--- config.mk ---
export PLATFORM = sky130hd
export DESIGN_NAME = strm_pf_top
export DESIGN_NICKNAME = d
export VERILOG_FILES = /design/src/rtl/strm_pf_pkg.sv /design/src/rtl/strm_pf_ctrl.sv /design/src/rtl/strm_pf_dp.sv /design/src/rtl/strm_pf_top.sv
export SDC_FILE = /design/constraint.sdc
export NUM_CORES = 2
export LEC_CHECK = 0
export BUFFER_PORTS_ARGS = -buffer_cell sky130_fd_sc_hd__buf_2
export CORE_MARGIN = 8
export CORE_UTILIZATION = 65
export DETAILED_ROUTE_END_ITERATION = 12
export GPL_TIMING_DRIVEN = 0
export PLACE_DENSITY = 0.82
export SYNTH_ARGS = -nofsm -noshare
export SYNTH_HDL_FRONTEND = slang
export SYNTH_SLANG_ARGS = --single-unit
--- constraint.sdc ---
create_clock -name clk -period 16.7 [get_ports clk]
set_input_delay 1.67 -clock clk [delete_from_list [all_inputs] [get_ports clk]]
set_output_delay 1.67 -clock clk [all_outputs]
set_load 0.01 [all_outputs]
--- src/rtl/strm_pf_pkg.sv ---
package strm_pf_pkg;

  typedef enum logic [2:0] {
    CMD_WRITE = 3'b000,
    CMD_READ  = 3'b001
  } cmdOp_e;

  typedef enum logic {
    PH_FILL = 1'b0,
    PH_READ = 1'b1
  } phase_e;

  // control -> datapath strobes
  typedef struct packed {
    logic wrPass;  // fill word forwarded to controller write queue
    logic xfer;    // controller read word moved into the local FIFO
  } pfStrobe_t;

endpackage

--- src/rtl/strm_pf_ctrl.sv ---
module strm_pf_ctrl
  import strm_pf_pkg::*;
#(
  parameter int ADDR_W    = 30,
  parameter int DEPTH     = 128,
  parameter int MAX_BURST = 32,
  parameter int LVL_W     = 8,
  parameter int BL_W      = 6
) (
  input  logic              clk,
  input  logic              rstN,
  input  logic [ADDR_W-1:0] baseAddr,
  input  logic [ADDR_W-1:0] endAddr,
  input  logic              fillValid,
  output logic              fillReady,
  output logic              cmdEn,
  output logic [2:0]        cmdInstr,
  output logic [ADDR_W-1:0] cmdAddr,
  output logic [BL_W-1:0]   cmdBl,
  input  logic              cmdFull,
  input  logic              rdEmpty,
  output logic              rdEn,
  input  logic [LVL_W-1:0]  fifoLevel,
  output pfStrobe_t         strobe
);

  localparam int BC_W  = $clog2(MAX_BURST + 1);
  localparam int SUM_W = LVL_W + 1;

  phase_e            phase;
  logic [ADDR_W-1:0] wrAddr, rdAddr, fillAddr, rdNext, remWords;
  logic [BC_W-1:0]   burstCnt, rdWords, cmdWords;
  logic [LVL_W-1:0]  outstanding;
  logic [SUM_W-1:0]  room, need;
  logic              imageDone, wrCmdWant, rdWant, issue;

  // fill-side decisions
  always_comb begin
    fillAddr  = wrAddr + (ADDR_W'(burstCnt) << 2);
    imageDone = (fillAddr == endAddr);
    wrCmdWant = (phase == PH_FILL) &&
                ((burstCnt == BC_W'(MAX_BURST)) || (imageDone && (burstCnt != '0)));
    fillReady = (phase == PH_FILL) && !wrCmdWant && !imageDone;
  end

  // read-side sizing against FIFO headroom
  always_comb begin
    remWords = (endAddr - rdAddr) >> 2;
    rdWords  = (remWords > ADDR_W'(MAX_BURST)) ? BC_W'(MAX_BURST) : BC_W'(remWords);
    room     = SUM_W'(DEPTH) - SUM_W'(fifoLevel);
    need     = SUM_W'(outstanding) + SUM_W'(rdWords);
    rdWant   = (phase == PH_READ) && (room >= need);
    rdNext   = rdAddr + (ADDR_W'(rdWords) << 2);
  end

  always_comb begin
    issue         = (wrCmdWant || rdWant) && !cmdFull;
    cmdWords      = (phase == PH_FILL) ? burstCnt : rdWords;
    cmdEn         = issue;
    cmdInstr      = (phase == PH_FILL) ? CMD_WRITE : CMD_READ;
    cmdAddr       = (phase == PH_FILL) ? wrAddr : rdAddr;
    cmdBl         = BL_W'(cmdWords - BC_W'(1));
    rdEn          = (phase == PH_READ) && !rdEmpty;
    strobe.wrPass = fillValid && fillReady;
    strobe.xfer   = rdEn;
  end

  always_ff @(posedge clk) begin
    if (!rstN) begin
      phase       <= PH_FILL;
      wrAddr      <= baseAddr;
      rdAddr      <= baseAddr;
      burstCnt    <= '0;
      outstanding <= '0;
    end else begin
      if (strobe.wrPass) burstCnt <= burstCnt + BC_W'(1);
      if (issue && phase == PH_FILL) begin
        wrAddr   <= fillAddr;
        burstCnt <= '0;
        if (imageDone) phase <= PH_READ;
      end
      if (issue && phase == PH_READ)
        rdAddr <= (rdNext == endAddr) ? baseAddr : rdNext;
      outstanding <= outstanding
                   + ((issue && phase == PH_READ) ? LVL_W'(rdWords) : LVL_W'(0))
                   - (rdEn ? LVL_W'(1) : LVL_W'(0));
    end
  end

endmodule

--- src/rtl/strm_pf_dp.sv ---
module strm_pf_dp
  import strm_pf_pkg::*;
#(
  parameter int DATA_W = 32,
  parameter int DEPTH  = 128,
  parameter int LVL_W  = 8
) (
  input  logic              clk,
  input  logic              rstN,
  input  pfStrobe_t         strobe,
  input  logic [DATA_W-1:0] fillData,
  input  logic [DATA_W-1:0] rdData,
  input  logic [LVL_W-1:0]  startLevel,
  input  logic              outReady,
  output logic              wrEn,
  output logic [DATA_W-1:0] wrData,
  output logic [LVL_W-1:0]  fifoLevel,
  output logic              outValid,
  output logic [DATA_W-1:0] outData,
  output logic              underflowErr
);

  localparam int PTR_W = (DEPTH > 1) ? $clog2(DEPTH) : 1;
  localparam bit POW2  = ((1 << PTR_W) == DEPTH);

  logic [DATA_W-1:0] store [DEPTH];
  logic [PTR_W-1:0]  wrPtr, rdPtr, wrPtrNxt, rdPtrNxt;
  logic [LVL_W-1:0]  level;
  logic              started, errQ, pop;

  generate
    if (POW2) begin : g_wrapFree
      assign wrPtrNxt = wrPtr + PTR_W'(1);
      assign rdPtrNxt = rdPtr + PTR_W'(1);
    end else begin : g_wrapCmp
      assign wrPtrNxt = (wrPtr == PTR_W'(DEPTH - 1)) ? '0 : wrPtr + PTR_W'(1);
      assign rdPtrNxt = (rdPtr == PTR_W'(DEPTH - 1)) ? '0 : rdPtr + PTR_W'(1);
    end
  endgenerate

  assign wrEn         = strobe.wrPass;
  assign wrData       = fillData;
  assign fifoLevel    = level;
  assign outValid     = started && (level != '0);
  assign outData      = store[rdPtr];
  assign pop          = outValid && outReady;
  assign underflowErr = errQ;

  always_ff @(posedge clk) begin
    if (strobe.xfer) store[wrPtr] <= rdData;
  end

  always_ff @(posedge clk) begin
    if (!rstN) begin
      wrPtr   <= '0;
      rdPtr   <= '0;
      level   <= '0;
      started <= 1'b0;
      errQ    <= 1'b0;
    end else begin
      if (strobe.xfer) wrPtr <= wrPtrNxt;
      if (pop)         rdPtr <= rdPtrNxt;
      case ({strobe.xfer, pop})
        2'b10:   level <= level + LVL_W'(1);
        2'b01:   level <= level - LVL_W'(1);
        default: level <= level;
      endcase
      if (level >= startLevel) started <= 1'b1;
      if (started && outReady && (level == '0)) errQ <= 1'b1;
    end
  end

endmodule

--- src/rtl/strm_pf_top.sv ---
module strm_pf_top
  import strm_pf_pkg::*;
#(
  parameter int DATA_W    = 32,
  parameter int ADDR_W    = 30,
  parameter int DEPTH     = 128,
  parameter int MAX_BURST = 32
) (
  input  logic                         clk,
  input  logic                         rstN,
  input  logic [ADDR_W-1:0]            baseAddr,
  input  logic [ADDR_W-1:0]            endAddr,
  input  logic [$clog2(DEPTH+1)-1:0]   startLevel,
  input  logic                         fillValid,
  input  logic [DATA_W-1:0]            fillData,
  output logic                         fillReady,
  output logic                         wrEn,
  output logic [DATA_W-1:0]            wrData,
  output logic                         cmdEn,
  output logic [2:0]                   cmdInstr,
  output logic [ADDR_W-1:0]            cmdAddr,
  output logic [5:0]                   cmdBl,
  input  logic                         cmdFull,
  output logic                         rdEn,
  input  logic [DATA_W-1:0]            rdData,
  input  logic                         rdEmpty,
  output logic                         outValid,
  output logic [DATA_W-1:0]            outData,
  input  logic                         outReady,
  output logic                         underflowErr
);

  localparam int LVL_W = $clog2(DEPTH + 1);
  localparam int BL_W  = 6;

  pfStrobe_t        strobe;
  logic [LVL_W-1:0] fifoLevel;

  strm_pf_ctrl #(
    .ADDR_W(ADDR_W), .DEPTH(DEPTH), .MAX_BURST(MAX_BURST), .LVL_W(LVL_W), .BL_W(BL_W)
  ) u_ctrl (
    .clk(clk), .rstN(rstN), .baseAddr(baseAddr), .endAddr(endAddr),
    .fillValid(fillValid), .fillReady(fillReady),
    .cmdEn(cmdEn), .cmdInstr(cmdInstr), .cmdAddr(cmdAddr), .cmdBl(cmdBl), .cmdFull(cmdFull),
    .rdEmpty(rdEmpty), .rdEn(rdEn), .fifoLevel(fifoLevel), .strobe(strobe)
  );

  strm_pf_dp #(
    .DATA_W(DATA_W), .DEPTH(DEPTH), .LVL_W(LVL_W)
  ) u_dp (
    .clk(clk), .rstN(rstN), .strobe(strobe), .fillData(fillData), .rdData(rdData),
    .startLevel(startLevel), .outReady(outReady), .wrEn(wrEn), .wrData(wrData),
    .fifoLevel(fifoLevel), .outValid(outValid), .outData(outData),
    .underflowErr(underflowErr)
  );

endmodule

; ---- After elaboration in Yosys (flattened, before gate mapping)
; Memory sizes are Yosys's and may differ from the RTL's. A register that Yosys moved wholly into a read port is not among the register bits.
; Cells that the tools add are included.
[totals]
ff_bits = 99
ram_bits = 4096
in_bits = 138
output_inout_bits = 109
word_cells = 78
n_memories = 1
[memory_table]
columns = name, depth, word_bits, read_ports, rd_ports_with_merged_regs, wr, line
row1 = u_dp.store, 128, 32, 1, 1, 1, strm_pf_dp.sv:26  ; logic [DATA_W-1:0] store [DEPTH];
[classes]
addsub = 13
magnitude_cmp = 3
eq_ne = 7
n_mux = 16
bitwise = 2
n_reduce_logical = 26
[ops]
columns = op, count
row1 = $mux W30, 6
row2 = $add A30 B8 Y30, 2
row3 = $eq A30 B30 Y1, 2
row4 = $sub A30 B30 Y30, 1
row5 = $gt A28 B6 Y1 const B, 1
row6 = $mux W6, 3
row7 = $pmux W8 S2, 1
row8 = $add A7 B1 Y7 const B, 2
row9 = $logic_and A1 B1 Y1, 14
row10 = $mux W7, 2
row11 = $add A8 B6 Y9, 1
row12 = $ge A9 B9 Y1, 1
row13 = $sub A8 B8 Y9 const A, 1
row14 = $add A8 B1 Y8 const B, 1
row15 = $add A8 B8 Y8, 1
row16 = $ge A8 B8 Y1, 1
row17 = $logic_not A8 Y1, 1
row18 = $reduce_bool A8 Y1, 1
row19 = $sub A8 B1 Y8 const B, 1
row20 = $sub A8 B8 Y8, 1
row21 = $add A6 B1 Y6 const B, 1
row22 = $eq A6 B6 Y1 const B, 1
row23 = $reduce_bool A6 Y1, 1
row24 = $sub A6 B1 Y6 const B, 1
row25 = 10 further kinds, 19

; ---- Depth between registers and ports, before layout
[logic_depth]
word_depth = 12
depth_mapped = 40
depth_no_buf = 37

; ---- Cells and area by module
; Synthesis repeated with hierarchy kept, for this count alone.
[unflattened]
cells_unflattened = 8676
hier_area_um2 = 167831.0
[by_module_without_submodules]
columns = module, n_inst, cells_per_inst, area_each_um2, seq_area_each_um2
row1 = strm_pf_dp, 1, 7524, 158316.8, 123618.6
row2 = strm_pf_ctrl, 1, 1152, 9514.1, 2102.0

; ---- Worst setup path after synthesis
; Ideal clock, no wire load.
[synth_timing]
path_type = in2reg
startpoint = input endAddr[9]
endpoint = register u_ctrl.outstanding[7]
setup_ns = 0.128
arrival_time_ns = 8.449
required_time_ns = 16.572
setup_slack_ns = 8.124
cell_stages = 37
path_buffers = 1
path_cell_list = ha_1 > a21o_1 > or3b_4 > a2111oi_4 > or3_1 > a21oi_1 > or3_1 > a221o_1 > or4_4 > buf_6 > nor2_1 > ha_1 > inv_1 > fa_1 > inv_1 > a21oi_1 > o21bai_1 > a21o_1 > a21o_1 > xnor2_1 > ha_1 > or3_1 > o2111ai_1 > nor2_2 > nand2_1 > ha_1 > inv_1 > ha_1 > a21o_1 > a21o_1 > nand2_1 > nand2b_1 > a21oi_1 > o21bai_1 > a21oi_1 > xnor2_1 > nor2_1
[synth_via]
elab_chain_cells = 12
elab_cells_between_ends = 16
classes_between = add/sub (4) / order compare (2) / eq/ne (1) / mux (2) / reduce/logical (7)
[synth_rtl]
columns = item, line
row1 = from (decl), strm_pf_top.sv:12  ; input logic [ADDR_W-1:0] endAddr,
row2 = $sub A30 B30 Y30, strm_pf_ctrl.sv:48  ; remWords = (endAddr - rdAddr) >> 2;
row3 = $gt A28 B6 Y1, strm_pf_ctrl.sv:49  ; rdWords = (remWords > ADDR_W'(MAX_BURST)) ? BC_W'(MAX_BURST) : BC_W'(remWords);
row4 = $mux W6, strm_pf_ctrl.sv:49
row5 = $add A8 B6 Y9, strm_pf_ctrl.sv:51  ; need = SUM_W'(outstanding) + SUM_W'(rdWords);
row6 = $ge A9 B9 Y1, strm_pf_ctrl.sv:52  ; rdWant = (phase == PH_READ) && (room >= need);
row7 = $logic_and A1 B1 Y1, strm_pf_ctrl.sv:52
row8 = $logic_or A1 B1 Y1, strm_pf_ctrl.sv:57  ; issue = (wrCmdWant || rdWant) && !cmdFull;
row9 = $logic_and A1 B1 Y1, strm_pf_ctrl.sv:57
row10 = $logic_and A1 B1 Y1, strm_pf_ctrl.sv:85  ; + ((issue && phase == PH_READ) ? LVL_W'(rdWords) : LVL_W'(0))
row11 = $mux W6 (*), strm_pf_ctrl.sv:85
row12 = $add A8 B8 Y8 (*), strm_pf_ctrl.sv:85
row13 = $sub A8 B8 Y8 (*), strm_pf_ctrl.sv:86  ; - (rdEn ? LVL_W'(1) : LVL_W'(0));
row14 = to (signal assigned), strm_pf_ctrl.sv:84  ; outstanding <= outstanding
row15 = to (decl), strm_pf_ctrl.sv:33  ; logic [LVL_W-1:0] outstanding;
; Mark *: on every way between the ends. The rest lies on a longest branch, timed or not.
; A chain may end at the register's enable or synchronous reset.

; ---- Final worst setup path
[layout_timing]
startpoint = input endAddr[14]
endpoint = output cmdEn
[layout_via]
elab_chain_cells = 8
elab_cells_between_ends = 12
classes_between = add/sub (2) / order compare (2) / eq/ne (1) / mux (1) / reduce/logical (6)
[layout_rtl]
columns = item, line
row1 = $sub A30 B30 Y30, strm_pf_ctrl.sv:48
row2 = $gt A28 B6 Y1, strm_pf_ctrl.sv:49
row3 = $mux W6, strm_pf_ctrl.sv:49
row4 = $add A8 B6 Y9, strm_pf_ctrl.sv:51
row5 = $ge A9 B9 Y1, strm_pf_ctrl.sv:52
row6 = $logic_and A1 B1 Y1, strm_pf_ctrl.sv:52
row7 = $logic_or A1 B1 Y1 (*), strm_pf_ctrl.sv:57
row8 = $logic_and A1 B1 Y1 (*), strm_pf_ctrl.sv:57
row9 = to (decl), strm_pf_top.sv:19  ; output logic cmdEn,
; Marks and branches as above.

==> metrics.log <==
[metrics] aggregate negative setup slack: 0 ns
[metrics] most common cell in the netlist: sky130_fd_sc_hd__edfxtp_1
[metrics] global-route wire length before repair: 738100 um
[metrics] post-route clock period utilization: 59.51%
[metrics] die width: 523.1 um
[metrics] Most Used Layer, Global Route: met2
[metrics] number of vias after detailed routing: 92420
[metrics] CP Data Arrival Time: 8.27 ns
[metrics] maximum achievable frequency: 0.1006 GHz
[metrics] min-delay src: u_dp.underflowErr
[metrics] TritonCTS Sinks: 4202
[metrics] sw power: 4.619 mW
[metrics] switching share of power: 21.38%
[metrics] cell types occupying the most area after synthesis: sky130_fd_sc_hd__edfxtp_1 75%, sky130_fd_sc_hd__mux4_2 18%, sky130_fd_sc_hd__ha_1 0.68%
[metrics] launch point of the worst reg-to-reg path: u_ctrl.rdAddr[17]
[metrics] count of H-tree levels built during CTS: 5
[metrics] routed wirelength normalized by instance count: 45.53 um
[metrics] final antenna-violating net count: 0
[metrics] setup repair after global routing missed its margin: no
[metrics] slowest CP cell: sky130_fd_sc_hd__or4_4
[metrics] number of global-route vias before repair: 90940
[metrics] final worst setup slack: 6.761 ns
[metrics] total half-perimeter wirelength after legalization and detailed placement: 319700 um
[metrics] largest stage delay on the critical path: 0.66 ns
[metrics] clock latency of the later-clocked register in the worst-skew pair: 1.03 ns
[metrics] Crit. End Element: output port
[metrics] final RePlAce weighted congestion: 1.003
[metrics] maximum ir drop on the vdd rail: 139.7 uV
[metrics] first-iteration detailed-routing DRC count: 17710
[metrics] master cell of the clock root buffer: sky130_fd_sc_hd__clkbuf_16
[metrics] clock tree buffer depth: 4
[metrics] worst slack at placement: 6.517 ns
[metrics] post-synthesis sequential element count: 4202
[metrics] first-pass iteration count of the detailed router: 9
[metrics] Int Pwr: 16.99 mW
[metrics] Comb power frac: 2.3%
[metrics] library cell with the largest summed area after synthesis: sky130_fd_sc_hd__edfxtp_1
[metrics] count of hold buffers inserted by post-cts repair: 0
[metrics] critical path required time: 15.03 ns
[metrics] minimum period implied by the final worst setup slack: 9.939 ns
[metrics] outcome: completed
[metrics] synthesized instance count: 7361
[metrics] post-synthesis cell type count: 88
[metrics] area growth from synthesis to layout: 14.29%
[metrics] netlist area before placement: 167100 um^2
[metrics] met2 global-route usage: 61.74%
[metrics] max-cap violation count: 0
[metrics] worst-path fanout max: 9
[metrics] transition time at the pin with the least slew margin: 1.445 ns
[metrics] startpoint types: input pin
[metrics] initial core utilization: 65.22%
[metrics] warning count from the yosys run: 0
[metrics] count of flip-flops with a built-in enable after synthesis: 4156
[metrics] total clock buffers created by CTS: 414
[metrics] type of the tightest min-delay check: reg2reg
[metrics] count of buffering cells on the critical path with inverters included: 3
[metrics] worst rel slew slack: 3.691%
[metrics] y dimension of the die: 523.1 um
[metrics] Global Route Usage Sum: 39.38%
[metrics] worst clock skew: 0.1013 ns
[metrics] delay-heaviest family, CP: compound AO/OA/AOI/OAI gates
[metrics] share of final-layout standard cells stronger than drive strength 1: 31.55%
[metrics] vias per cell: 7.727
[metrics] layout net count: 8391
[metrics] P per Cell Area: 113.1 nW/um^2
[metrics] post-route core utilization: 74.54%
[metrics] most used flip-flop cell after synthesis: sky130_fd_sc_hd__edfxtp_1
[metrics] Synth top area share: 74.68%
[metrics] remaining global-route overflow: 0
[metrics] most common library cells after synthesis: 4156 x sky130_fd_sc_hd__edfxtp_1, 1344 x sky130_fd_sc_hd__mux4_2, 288 x sky130_fd_sc_hd__clkbuf_1
[metrics] num rows: 186
[metrics] Ports: 247
[metrics] cell leakage power: 57.87 nW
[metrics] overall power: 21.60 mW
[metrics] Mean Syn Cell Area: 22.70 um^2
[metrics] area of the core: 256200 um^2
[metrics] Worst Path Class, Setup: in2out
[metrics] CTS clock-pin slew for the worst setup and hold paths: 0.06 ns
[metrics] clock tree from TritonCTS: yes
[metrics] global-route track usage on met3: 14.01%
[metrics] die area: 273600 um^2
[metrics] met1 layer usage reported by global route: 48.76%
[metrics] final hold violation count: 0
[metrics] count of filler cells inserted in the layout: 12590
[metrics] pin count of the biggest net entering global routing: 102
[metrics] antenna violations before repair: 77
[metrics] setup-violating endpoint count in the final report: 0
[metrics] cell mode on critical path: sky130_fd_sc_hd__ha_1
[metrics] post-CTS repair timing setup buffer count: 0
[metrics] Port Buf Inserts: 211
[metrics] startpoint of the most critical setup path: endAddr[14]
[metrics] Sequential Power Share: 53.7%
[metrics] Pins Over Slew Limit: 0
[metrics] sequential share of the synthesized area: 75.23%
[metrics] Final Routed Wirelength: 544600 um
[metrics] portion of total power attributed to the clock network: 44.0%
[metrics] CTS resizes: 0
[metrics] drt drc: 0
[metrics] async set or reset register ratio after synthesis: 0%
## power groups by stage
stage | Combinational (mW) | Clock, mW | Sequential, mW
after floorplan | 0.182 | 0 | 11.8
after global placement | 0.410 | 0 | 11.9
after detailed placement | 0.468 | 0 | 11.8
after CTS | 0.482 | 9.44 | 11.6
after global routing | 0.519 | 9.80 | 11.6
final | 0.504 | 9.50 | 11.6
## logic make-up (layout without fill, tap and decap cells)
| logic type | count (synthesis) | in the layout | share of synthesized area, % |
|---|---|---|---|
| AO/OA/AOI/OAI | 311 | 311 | 1.265 |
| XOR/XNOR | 155 | 155 | 0.8206 |
| adder cells (fa/ha/maj) | 96 | 96 | 0.7412 |
| buffers and inverters | 522 | 1649 | 1.289 |
| flip-flops | 4202 | 4202 | 75.23 |
| multiplexers | 1454 | 1454 | 18.84 |
| other | 1 | 89 | 0.002244 |
| AND/OR/NAND/NOR | 620 | 620 | 1.815 |
## routing by layer
metal  share of wire [%]  up-vias
li1                    -    32970
met1                  30    47290
met2                  47    10030
met3                  15     2089
met4                 7.1       42
met5                0.10        -
## through the flow
stage	area, um^2	hold slack [ns]	std cells
2_1_floorplan	167100	0.4847	7362
3_3_place_gp	172400	0.4513	10960
3_5_place_dp	177500	0.4778	11120
4_1_cts	190800	0.4937	11870
5_1_grt	190900	0.5456	11920
6_report	191000	0.4888	11960
## worst paths after layout
check        slack (ns)               endpoint  cells past startpoint
max                6.76                  cmdEn                     25
min                0.49      u_dp.underflowErr                      2
max reg2reg        7.15  u_ctrl.outstanding[7]                     38
min reg2reg        0.49      u_dp.underflowErr                      2
## worst register-to-register path: cells and delay by family (launching register included)
family | cells | cell delay, ns
xor gates and xnor gates | 2 | 0.27
buffers and inverters | 4 | 1.01
and+or+nand+nor | 12 | 2.58
DFF | 1 | 0.33
AOI/OAI and AO/OA | 15 | 3.95
adders and majority gates | 5 | 1.29
## final cells by class
type                    count  area [um^2]  area share [%]
diodes                     87        217.7          0.1140
plain buffers             423         1842          0.9643
clock buffers             500        10790           5.647
clock inverters           248         2422           1.268
inverters                  99        371.6          0.1946
multi-input cells        2638        40200           21.05
flip-flops and latches   4202       125700           65.82
well taps                3384         4234           2.217
repair buffers            379         5207           2.726
## cells in the final DEF (no fill, tap or decap), types with 16 or more instances in the layout
cell                            n
sky130_fd_sc_hd__diode_2       87
sky130_fd_sc_hd__nand2_1      104
sky130_fd_sc_hd__mux2i_1       21
sky130_fd_sc_hd__a21o_1        28
sky130_fd_sc_hd__clkbuf_16    417
sky130_fd_sc_hd__inv_1         97
sky130_fd_sc_hd__xnor2_1      101
sky130_fd_sc_hd__dfxtp_1       46
sky130_fd_sc_hd__mux2_2        89
sky130_fd_sc_hd__nor2_1       131
sky130_fd_sc_hd__nor2_4       126
sky130_fd_sc_hd__clkinvlp_4    20
sky130_fd_sc_hd__nor3_1        32
sky130_fd_sc_hd__nand3_1       35
sky130_fd_sc_hd__bufinv_16     42
sky130_fd_sc_hd__clkinv_1      89
sky130_fd_sc_hd__mux4_2      1344
sky130_fd_sc_hd__edfxtp_1    4156
sky130_fd_sc_hd__buf_4         76
sky130_fd_sc_hd__clkinv_2      74
sky130_fd_sc_hd__nand4_1       24
sky130_fd_sc_hd__nor2b_1       31
sky130_fd_sc_hd__xor2_1        53
sky130_fd_sc_hd__buf_2        197
sky130_fd_sc_hd__o21ai_0       47
sky130_fd_sc_hd__clkbuf_1     325
sky130_fd_sc_hd__clkbuf_2      44
sky130_fd_sc_hd__or2_2         16
sky130_fd_sc_hd__buf_12        59
sky130_fd_sc_hd__ha_1          91
sky130_fd_sc_hd__nand2b_1      18
sky130_fd_sc_hd__a21oi_1      101
sky130_fd_sc_hd__buf_1         70
sky130_fd_sc_hd__buf_16       102
## flip-flops by register name, summed over array words and instances (netlist names), named ones only
| name | cells |
|---|---|
| u_dp.store | 4096 |
| u_ctrl.rdAddr | 30 |
| u_ctrl.wrAddr | 30 |
| u_ctrl.outstanding | 8 |
| u_dp.fifoLevel | 8 |
| u_dp.rdPtr | 7 |
| u_dp.wrPtr | 7 |
| u_ctrl.burstCnt | 6 |
| u_ctrl.phase | 1 |
| u_dp.started | 1 |
| u_dp.underflowErr | 1 |
Power figures use the tool's default switching activity.
